File: src/rtl/bitop_pkg.sv
package bitop_pkg;

    localparam int DATA_W  = 8;
    localparam int IDX_W   = $clog2(DATA_W);
    localparam int FLAG_W  = 8;
    localparam int FIDX_W  = $clog2(FLAG_W);
    localparam int HALF_W  = DATA_W / 2;

    // status bit positions
    localparam int FL_C = 0;
    localparam int FL_Z = 1;
    localparam int FL_N = 2;
    localparam int FL_V = 3;
    localparam int FL_S = 4;
    localparam int FL_H = 5;
    localparam int FL_T = 6;
    localparam int FL_I = 7;

    typedef enum logic [2:0] {
        OP_ROTL   = 3'd0,
        OP_ROTR   = 3'd1,
        OP_ASR    = 3'd2,
        OP_SWAP   = 3'd3,
        OP_FSET   = 3'd4,
        OP_FCLR   = 3'd5,
        OP_TSTORE = 3'd6,
        OP_TLOAD  = 3'd7
    } op_e;

    typedef struct packed {
        logic [DATA_W-1:0] data;
        logic [FLAG_W-1:0] flags;
    } stage_t;

    function automatic logic is_shift(input op_e op);
        return (op == OP_ROTL) || (op == OP_ROTR) || (op == OP_ASR);
    endfunction

    // flag update shared by the three shift-class operations
    function automatic logic [FLAG_W-1:0] shift_flags(
        input logic [FLAG_W-1:0] sreg,
        input logic [DATA_W-1:0] res,
        input logic              cout
    );
        logic [FLAG_W-1:0] f;
        logic n, v;
        n       = res[DATA_W-1];
        v       = n ^ cout;
        f       = sreg;
        f[FL_C] = cout;
        f[FL_Z] = ~|res;
        f[FL_N] = n;
        f[FL_V] = v;
        f[FL_S] = n ^ v;
        return f;
    endfunction

endpackage

File: src/rtl/bitop_shifter.sv
module bitop_shifter
    import bitop_pkg::*;
#(
    parameter int W  = DATA_W,
    parameter int IW = $clog2(W)
) (
    input  logic [W-1:0]  operand,
    input  logic          carry_in,
    input  logic          t_in,
    input  op_e           op,
    input  logic [IW-1:0] bit_idx,
    output logic [W-1:0]  data_out,
    output logic          carry_out
);
    localparam int HW = W / 2;

    logic [W-1:0] rotl_v, rotr_v, asr_v, tld_v, swap_v;

    for (genvar i = 0; i < W; i++) begin : g_bit
        if (i == 0) begin : g_lsb
            assign rotl_v[i] = carry_in;
        end else begin : g_nlsb
            assign rotl_v[i] = operand[i-1];
        end
        if (i == W-1) begin : g_msb
            assign rotr_v[i] = carry_in;
            assign asr_v[i]  = operand[i];
        end else begin : g_nmsb
            assign rotr_v[i] = operand[i+1];
            assign asr_v[i]  = operand[i+1];
        end
        assign tld_v[i] = (bit_idx == IW'(i)) ? t_in : operand[i];
    end

    assign swap_v = {operand[HW-1:0], operand[W-1:HW]};

    always_comb begin
        unique case (op)
            OP_ROTL:  data_out = rotl_v;
            OP_ROTR:  data_out = rotr_v;
            OP_ASR:   data_out = asr_v;
            OP_SWAP:  data_out = swap_v;
            OP_TLOAD: data_out = tld_v;
            default:  data_out = operand;
        endcase
    end

    assign carry_out = (op == OP_ROTL) ? operand[W-1] : operand[0];

endmodule

File: src/rtl/bitop_flag_logic.sv
module bitop_flag_logic
    import bitop_pkg::*;
(
    input  op_e               op,
    input  logic [FLAG_W-1:0] sreg_in,
    input  logic [DATA_W-1:0] res,
    input  logic              carry_out,
    input  logic              sel_bit,
    input  logic [FIDX_W-1:0] flag_idx,
    output logic [FLAG_W-1:0] sreg_next
);
    logic [FLAG_W-1:0] set_v, clr_v, tst_v;

    for (genvar i = 0; i < FLAG_W; i++) begin : g_flag
        assign set_v[i] = (flag_idx == FIDX_W'(i)) ? 1'b1 : sreg_in[i];
        assign clr_v[i] = (flag_idx == FIDX_W'(i)) ? 1'b0 : sreg_in[i];
        if (i == FL_T) begin : g_t
            assign tst_v[i] = sel_bit;
        end else begin : g_nt
            assign tst_v[i] = sreg_in[i];
        end
    end

    always_comb begin
        if (is_shift(op)) begin
            sreg_next = shift_flags(sreg_in, res, carry_out);
        end else begin
            unique case (op)
                OP_FSET:   sreg_next = set_v;
                OP_FCLR:   sreg_next = clr_v;
                OP_TSTORE: sreg_next = tst_v;
                default:   sreg_next = sreg_in;
            endcase
        end
    end

endmodule

File: src/rtl/bitop_out_reg.sv
module bitop_out_reg
    import bitop_pkg::*;
(
    input  logic   clk,
    input  logic   rst,
    input  stage_t d,
    output stage_t q
);
    always_ff @(posedge clk) begin
        if (rst) begin
            q <= '0;
        end else begin
            q <= d;
        end
    end
endmodule

File: src/rtl/bitop_flag_unit.sv
module bitop_flag_unit
    import bitop_pkg::*;
(
    input  logic              clk,
    input  logic              rst,
    input  logic [DATA_W-1:0] operand,
    input  logic [FLAG_W-1:0] sreg_in,
    input  logic [2:0]        op_sel,
    input  logic [IDX_W-1:0]  bit_idx,
    input  logic [FIDX_W-1:0] flag_idx,
    output logic [DATA_W-1:0] result,
    output logic [FLAG_W-1:0] sreg_out
);
    op_e               op;
    logic [DATA_W-1:0] sh_data;
    logic              sh_carry;
    logic [FLAG_W-1:0] fl_next;
    stage_t            stage_d, stage_q;

    assign op = op_e'(op_sel);

    bitop_shifter #(.W(DATA_W), .IW(IDX_W)) u_shift (
        .operand   (operand),
        .carry_in  (sreg_in[FL_C]),
        .t_in      (sreg_in[FL_T]),
        .op        (op),
        .bit_idx   (bit_idx),
        .data_out  (sh_data),
        .carry_out (sh_carry)
    );

    bitop_flag_logic u_flags (
        .op        (op),
        .sreg_in   (sreg_in),
        .res       (sh_data),
        .carry_out (sh_carry),
        .sel_bit   (operand[bit_idx]),
        .flag_idx  (flag_idx),
        .sreg_next (fl_next)
    );

    assign stage_d.data  = sh_data;
    assign stage_d.flags = fl_next;

    bitop_out_reg u_reg (
        .clk (clk),
        .rst (rst),
        .d   (stage_d),
        .q   (stage_q)
    );

    assign result   = stage_q.data;
    assign sreg_out = stage_q.flags;

endmodule

File: config.mk
export PLATFORM = sky130hd
export DESIGN_NAME = bitop_flag_unit
export DESIGN_NICKNAME = d
export VERILOG_FILES = /design/src/rtl/bitop_pkg.sv /design/src/rtl/bitop_shifter.sv /design/src/rtl/bitop_flag_logic.sv /design/src/rtl/bitop_out_reg.sv /design/src/rtl/bitop_flag_unit.sv
export SDC_FILE = /design/constraint.sdc
export NUM_CORES = 1
export LEC_CHECK = 0
export BUFFER_PORTS_ARGS = -buffer_cell sky130_fd_sc_hd__buf_4
export CAP_MARGIN = 10
export CORE_ASPECT_RATIO = 1.5
export CORE_UTILIZATION = 56
export DETAILED_ROUTE_END_ITERATION = 8
export PLACE_DENSITY = 0.86
export SKIP_LAST_GASP = 1
export SLEW_MARGIN = 20
export SYNTH_ARGS = -nofsm -noshare
export SYNTH_HDL_FRONTEND = slang
export SYNTH_SLANG_ARGS = --single-unit
File: constraint.sdc
create_clock -name clk -period 2.5 [get_ports clk]
set_clock_uncertainty 0.15 [all_clocks]
set_input_delay 0.25 -clock clk [delete_from_list [all_inputs] [get_ports clk]]
set_output_delay 0.25 -clock clk [all_outputs]
set_load 0.005 [all_outputs]
# Word level (Yosys, flattened, before mapping)
# Cells that the tools add are included.
# W data, S select, Z words.
# totals
regBits	16
latchBits	0
mem_bits_rw	0
rom_bits	0
in_bits	27
output_inout_bits	16
word_cells	63
mem_count	0
# op_classes
addsub	0
n_mul	0
n_div	0
order_cmp	1
eq_ne	21
n_shift	0
n_mux	30
n_bitwise	2
n_reduce_logical	7
# op_table
op	count
$pmux W8 S5	1
$eq A3 B3 Y1 const B	12
$mux W1	26
$pmux W8 S3	1
$eq A3 B2 Y1 const B	6
$eq A3 B1 Y1 const B	3
$logic_not A3 Y1	3
$mux W8	1
$reduce_or A8 Y1	1
$lt A3 B4 Y1 const B	1
$bmux W1 S3	1
$logic_or A1 B1 Y1	2
$xor A1 B1 Y1	2
$logic_not A1 Y1	1

# Logic depth before layout (Yosys ltp)
# depth
depth_word	6
depth_mapped	8
depth_no_buf	6

# Cells and area by module
# Synthesis repeated with hierarchy kept, for this count alone.
# unflattened
cells_unflattened	153
area_unflattened_um2	1420.1
# by_module_without_submodules
module	n_inst	cells_per_inst	area_each_um2	seq_area_each_um2
bitop_shifter	1	75	591.8	0.0
bitop_out_reg	1	33	464.2	320.3
bitop_flag_logic	1	42	300.3	0.0
bitop_flag_unit	1	3	63.8	0.0

# Worst setup path after synthesis
# OpenSTA, ideal clock, no wires.
# synth_path
path_kind	input-to-reg
start	input bit_idx[2]
end	register u_reg.q[1] (netlist bit)
setup_ns	0.060
t_arrival_ns	1.389
required_ns	2.290
path_slack_ns	0.901
path_stages	7
path_buffers	1
path_cell_list	buf_2 nor3b_1 mux2i_1 nor2_1 a211o_1 a21oi_1 a41o_1
# synth_between
elab_chain_len	6
elab_cells_between_ends	20
classes_between	7 x eq/ne; 10 x mux; 3 x reduce/logical
# synth_rtl
item	line_no	rtl
start, declared	bitop_flag_unit.sv:9	input logic [IDX_W-1:0] bit_idx,
$eq A3 B1 Y1, or another cell as far along	bitop_shifter.sv:32	assign tld_v[i] = (bit_idx == IW'(i)) ? t_in : operand[i];
$mux W1	bitop_shifter.sv:32	
$pmux W8 S5 *	bitop_shifter.sv:38	unique case (op)
$reduce_or A8 Y1 *	bitop_pkg.sv:51	f[FL_Z] = ~|res;
$logic_not A1 Y1 *	bitop_pkg.sv:51	
$mux W8 *	bitop_flag_logic.sv:25	if (is_shift(op)) begin
end signal, assigned	bitop_out_reg.sv:11	q <= '0;
end signal, assigned	bitop_out_reg.sv:13	q <= d;
end, declared	bitop_out_reg.sv:7	output stage_t q
# Mark *: on every way between the ends. The rest lies on a longest branch, timed or not.
# A chain may end at the register's enable or synchronous reset.

# Worst setup path after layout
# layout_path
start	input op_sel[1]
end	register u_reg.q[1] (netlist bit)
# layout_between
elab_chain_len	5
elab_cells_between_ends	15
classes_between	7 x eq/ne; 3 x mux; 5 x reduce/logical
# layout_rtl
item	line_no	rtl
start, declared	bitop_flag_unit.sv:8	input logic [2:0] op_sel,
$eq A3 B3 Y1, or another cell as far along	bitop_shifter.sv:38	
$pmux W8 S5	bitop_shifter.sv:38	
$reduce_or A8 Y1	bitop_pkg.sv:51	
$logic_not A1 Y1	bitop_pkg.sv:51	
$mux W8 *	bitop_flag_logic.sv:25	
# Marked as above.

==> results.json <==
{
  "vias": 1570,
  "antenna_left": 0,
  "postCtsSetupRepairBufs": 0,
  "synth_mux_area_frac": 0.107,
  "synth-simple-area-share": 0.264,
  "hold_ws_ps": 49.7,
  "wl_um": 3880,
  "coreArea_um2": 2450,
  "synth_warnings": 0,
  "layout.area.seq_um2": 320,
  "reg_top3": "u_reg.q (16)",
  "drtIter0Drc": 55,
  "postSynthAreaPerCell_um2": 7.63,
  "syn_inst": 190,
  "synth_ff_type": "dfxtp_1",
  "final_cell_count_no_fill": 242,
  "fin_ws_ps": 891,
  "slew_viol_final": 0,
  "synth_cell_types": 54,
  "end_kind": "register",
  "worstSetupStartpointType": "input pin",
  "netlist_area_um2": 1450,
  "hp-start": "sreg_in[7]",
  "cts_resized": 0,
  "viasPerCell": 6.49,
  "crit_type": "in -> reg",
  "ctsHoldBuffers": 0,
  "grt_max_degree": 31,
  "outcome": "finished, violations left",
  "setup_viol": 0,
  "peakVddDrop_mv": 0.185,
  "fmax_mhz": 622,
  "clk_pin_slew_ps": 90,
  "powerDensity_nw_per_um2": 411,
  "io_buffers": 42,
  "ys_ff_latch": 16,
  "synth_top_family_by_area": "compound AO/OA/AOI/OAI gates",
  "worstMarginPinSlew_ps": 413,
  "cts_buffer_depth": 2,
  "num_antenna_cells": 0,
  "pre_cts_slack_ps": 611,
  "fp-row-count": 22,
  "ios": 43,
  "hold_end": "u_reg.q[7]$_SDFF_PP0_",
  "grt_pass1_wl_um": 6170,
  "drive_gt1_frac": 0.261,
  "async_reset_ff_frac": 0,
  "synth-edff-count": 0,
  "hold_depth": 3,
  "fin_crit_ps": 1610,
  "arrival_ps": 1640,
  "p_leak_nw": 0.739,
  "min_path_type": "in -> reg",
  "die-width_um": 43.6,
  "grt_usage": 0.287,
  "dp.cells": 238,
  "synth_xor_area_frac": 0,
  "rsz0062_at_grt": "no",
  "clk_root_buffer_cell": "clkbuf_4",
  "first_global_vias": 1395,
  "regMostFlops": "u_reg.q",
  "hold_viol": 0,
  "clkSinkCount": 16,
  "dp_hpwl_um": 2890,
  "multiInputGateArea_um2": 970,
  "start_util": 0.592,
  "violations": "design-rule violations",
  "power.total_mw": 0.700,
  "die_h_um": 64.3,
  "grt.overflow.total": 0,
  "synth-adder-area-share": 0,
  "cts_made_buffers": 3,
  "largest_reg_flops": 16,
  "gp_congestion": 0.980,
  "first_pass_iters": 9,
  "synth-compound-area-share": 0.298,
  "nFillCells": 216,
  "drc": 13,
  "nets": 246,
  "finalCritPeriodShare": 0.644,
  "wl_per_cell_um": 16.0,
  "ys_seq_area_frac": 0.221,
  "cap_viol_max_count": 0,
  "critical_path_required_ps": 2530,
  "cts_tree": "yes",
  "antenna_found_initial": 0,
  "syn_nets": 217,
  "dieArea_um2": 2800,
  "synthToLayoutAreaGrowth_pct": 17.3,
  "critPathMaxFanout": 30,
  "relSlewSlack": 0.718,
  "tns_ps": 0,
  "cts_max_level": 1
}
## logic make-up (layout without fill, tap and decap cells)
logic type	Yosys count	in the layout
multiplexers	13	13
buffers and inverters	26	54
AO/OA/AOI/OAI	62	62
flip-flops	16	16
AND/OR/NAND/NOR	73	73
## cells in the final DEF (no fill, tap or decap), drive strengths merged, types with 2 or more instances in the layout
master   count
buf         42
nor2        21
a21oi       19
dfxtp       16
nand2       12
mux2i       11
nor3         9
inv          8
nor2b        8
o21ai        7
a31oi        6
a211oi       5
nand3        4
o22ai        4
nand3b       4
clkbuf       4
nor3b        3
a22oi        3
and3         2
nand2b       2
a2bb2oi      2
nand4        2
mux4         2
a31o         2
a2111oi      2
## power by group
part / internal (mW) / switching [mW] / total (mW)
Clock: 0.0887 / 0.0760 / 0.165
Sequential: 0.275 / 0.00466 / 0.280
Combinational: 0.119 / 0.136 / 0.255
Total: 0.483 / 0.217 / 0.700
## per-layer routing
layer	part of all wire	up-vias	track usage
li1	-	763	-
met1	0.38	709	0.339
met2	0.51	83	0.481
met3	0.079	15	0.0226
met4	0.037	0	0.176
met5	0	-	0
## how the worst max path moves through the flow
| stage | end | slack [ps] | from |
|---|---|---|---|
| floorplan | u_reg.q[1]$_SDFF_PP0_ | 900 | bit_idx[2] |
| global placement | u_reg.q[1]$_SDFF_PP0_ | 630 | op_sel[1] |
| detailed placement | u_reg.q[1]$_SDFF_PP0_ | 610 | op_sel[1] |
| CTS | u_reg.q[1]$_SDFF_PP0_ | 910 | op_sel[1] |
| global route | u_reg.q[1]$_SDFF_PP0_ | 750 | op_sel[1] |
| finish | u_reg.q[1]$_SDFF_PP0_ | 890 | op_sel[1] |
## critical path, cell delays in order
cell     delay (ps)
buf_4           260
and2_1          340
nand2_2         160
o31ai_1         320
a21oi_1         100
a41o_1          190
## through the flow
| stage | cell area, um^2 | util |
|---|---|---|
| CTS | 1700 | 0.695 |
| global route | 1700 | 0.695 |
| global placement | 1670 | 0.680 |
| floorplan | 1450 | - |
| detailed placement | 1670 | 0.680 |
| finish | 1700 | 0.695 |
## layout make-up
| class | instances | share of cell area |
|---|---|---|
| flip-flops and latches | 16 | 0.188 |
| well taps | 24 | 0.0176 |
| multi-input cells | 148 | 0.570 |
| inverters | 8 | 0.0176 |
| clock buffers | 4 | 0.0213 |
| repair buffers | 42 | 0.185 |
## Yosys cell counts, types with 5 or more instances
cell	number	area [um^2]
a31oi_1	6	37.5
o21ai_0	7	35.0
nor3_1	8	40.0
mux2i_1	11	110
nor2_1	21	78.8
a21oi_1	19	95.1
nor2b_1	7	43.8
dfxtp_1	16	320
buf_2	5	25.0
nand2_1	11	41.3
inv_1	8	30.0
(Power assumes the default switching activity.)
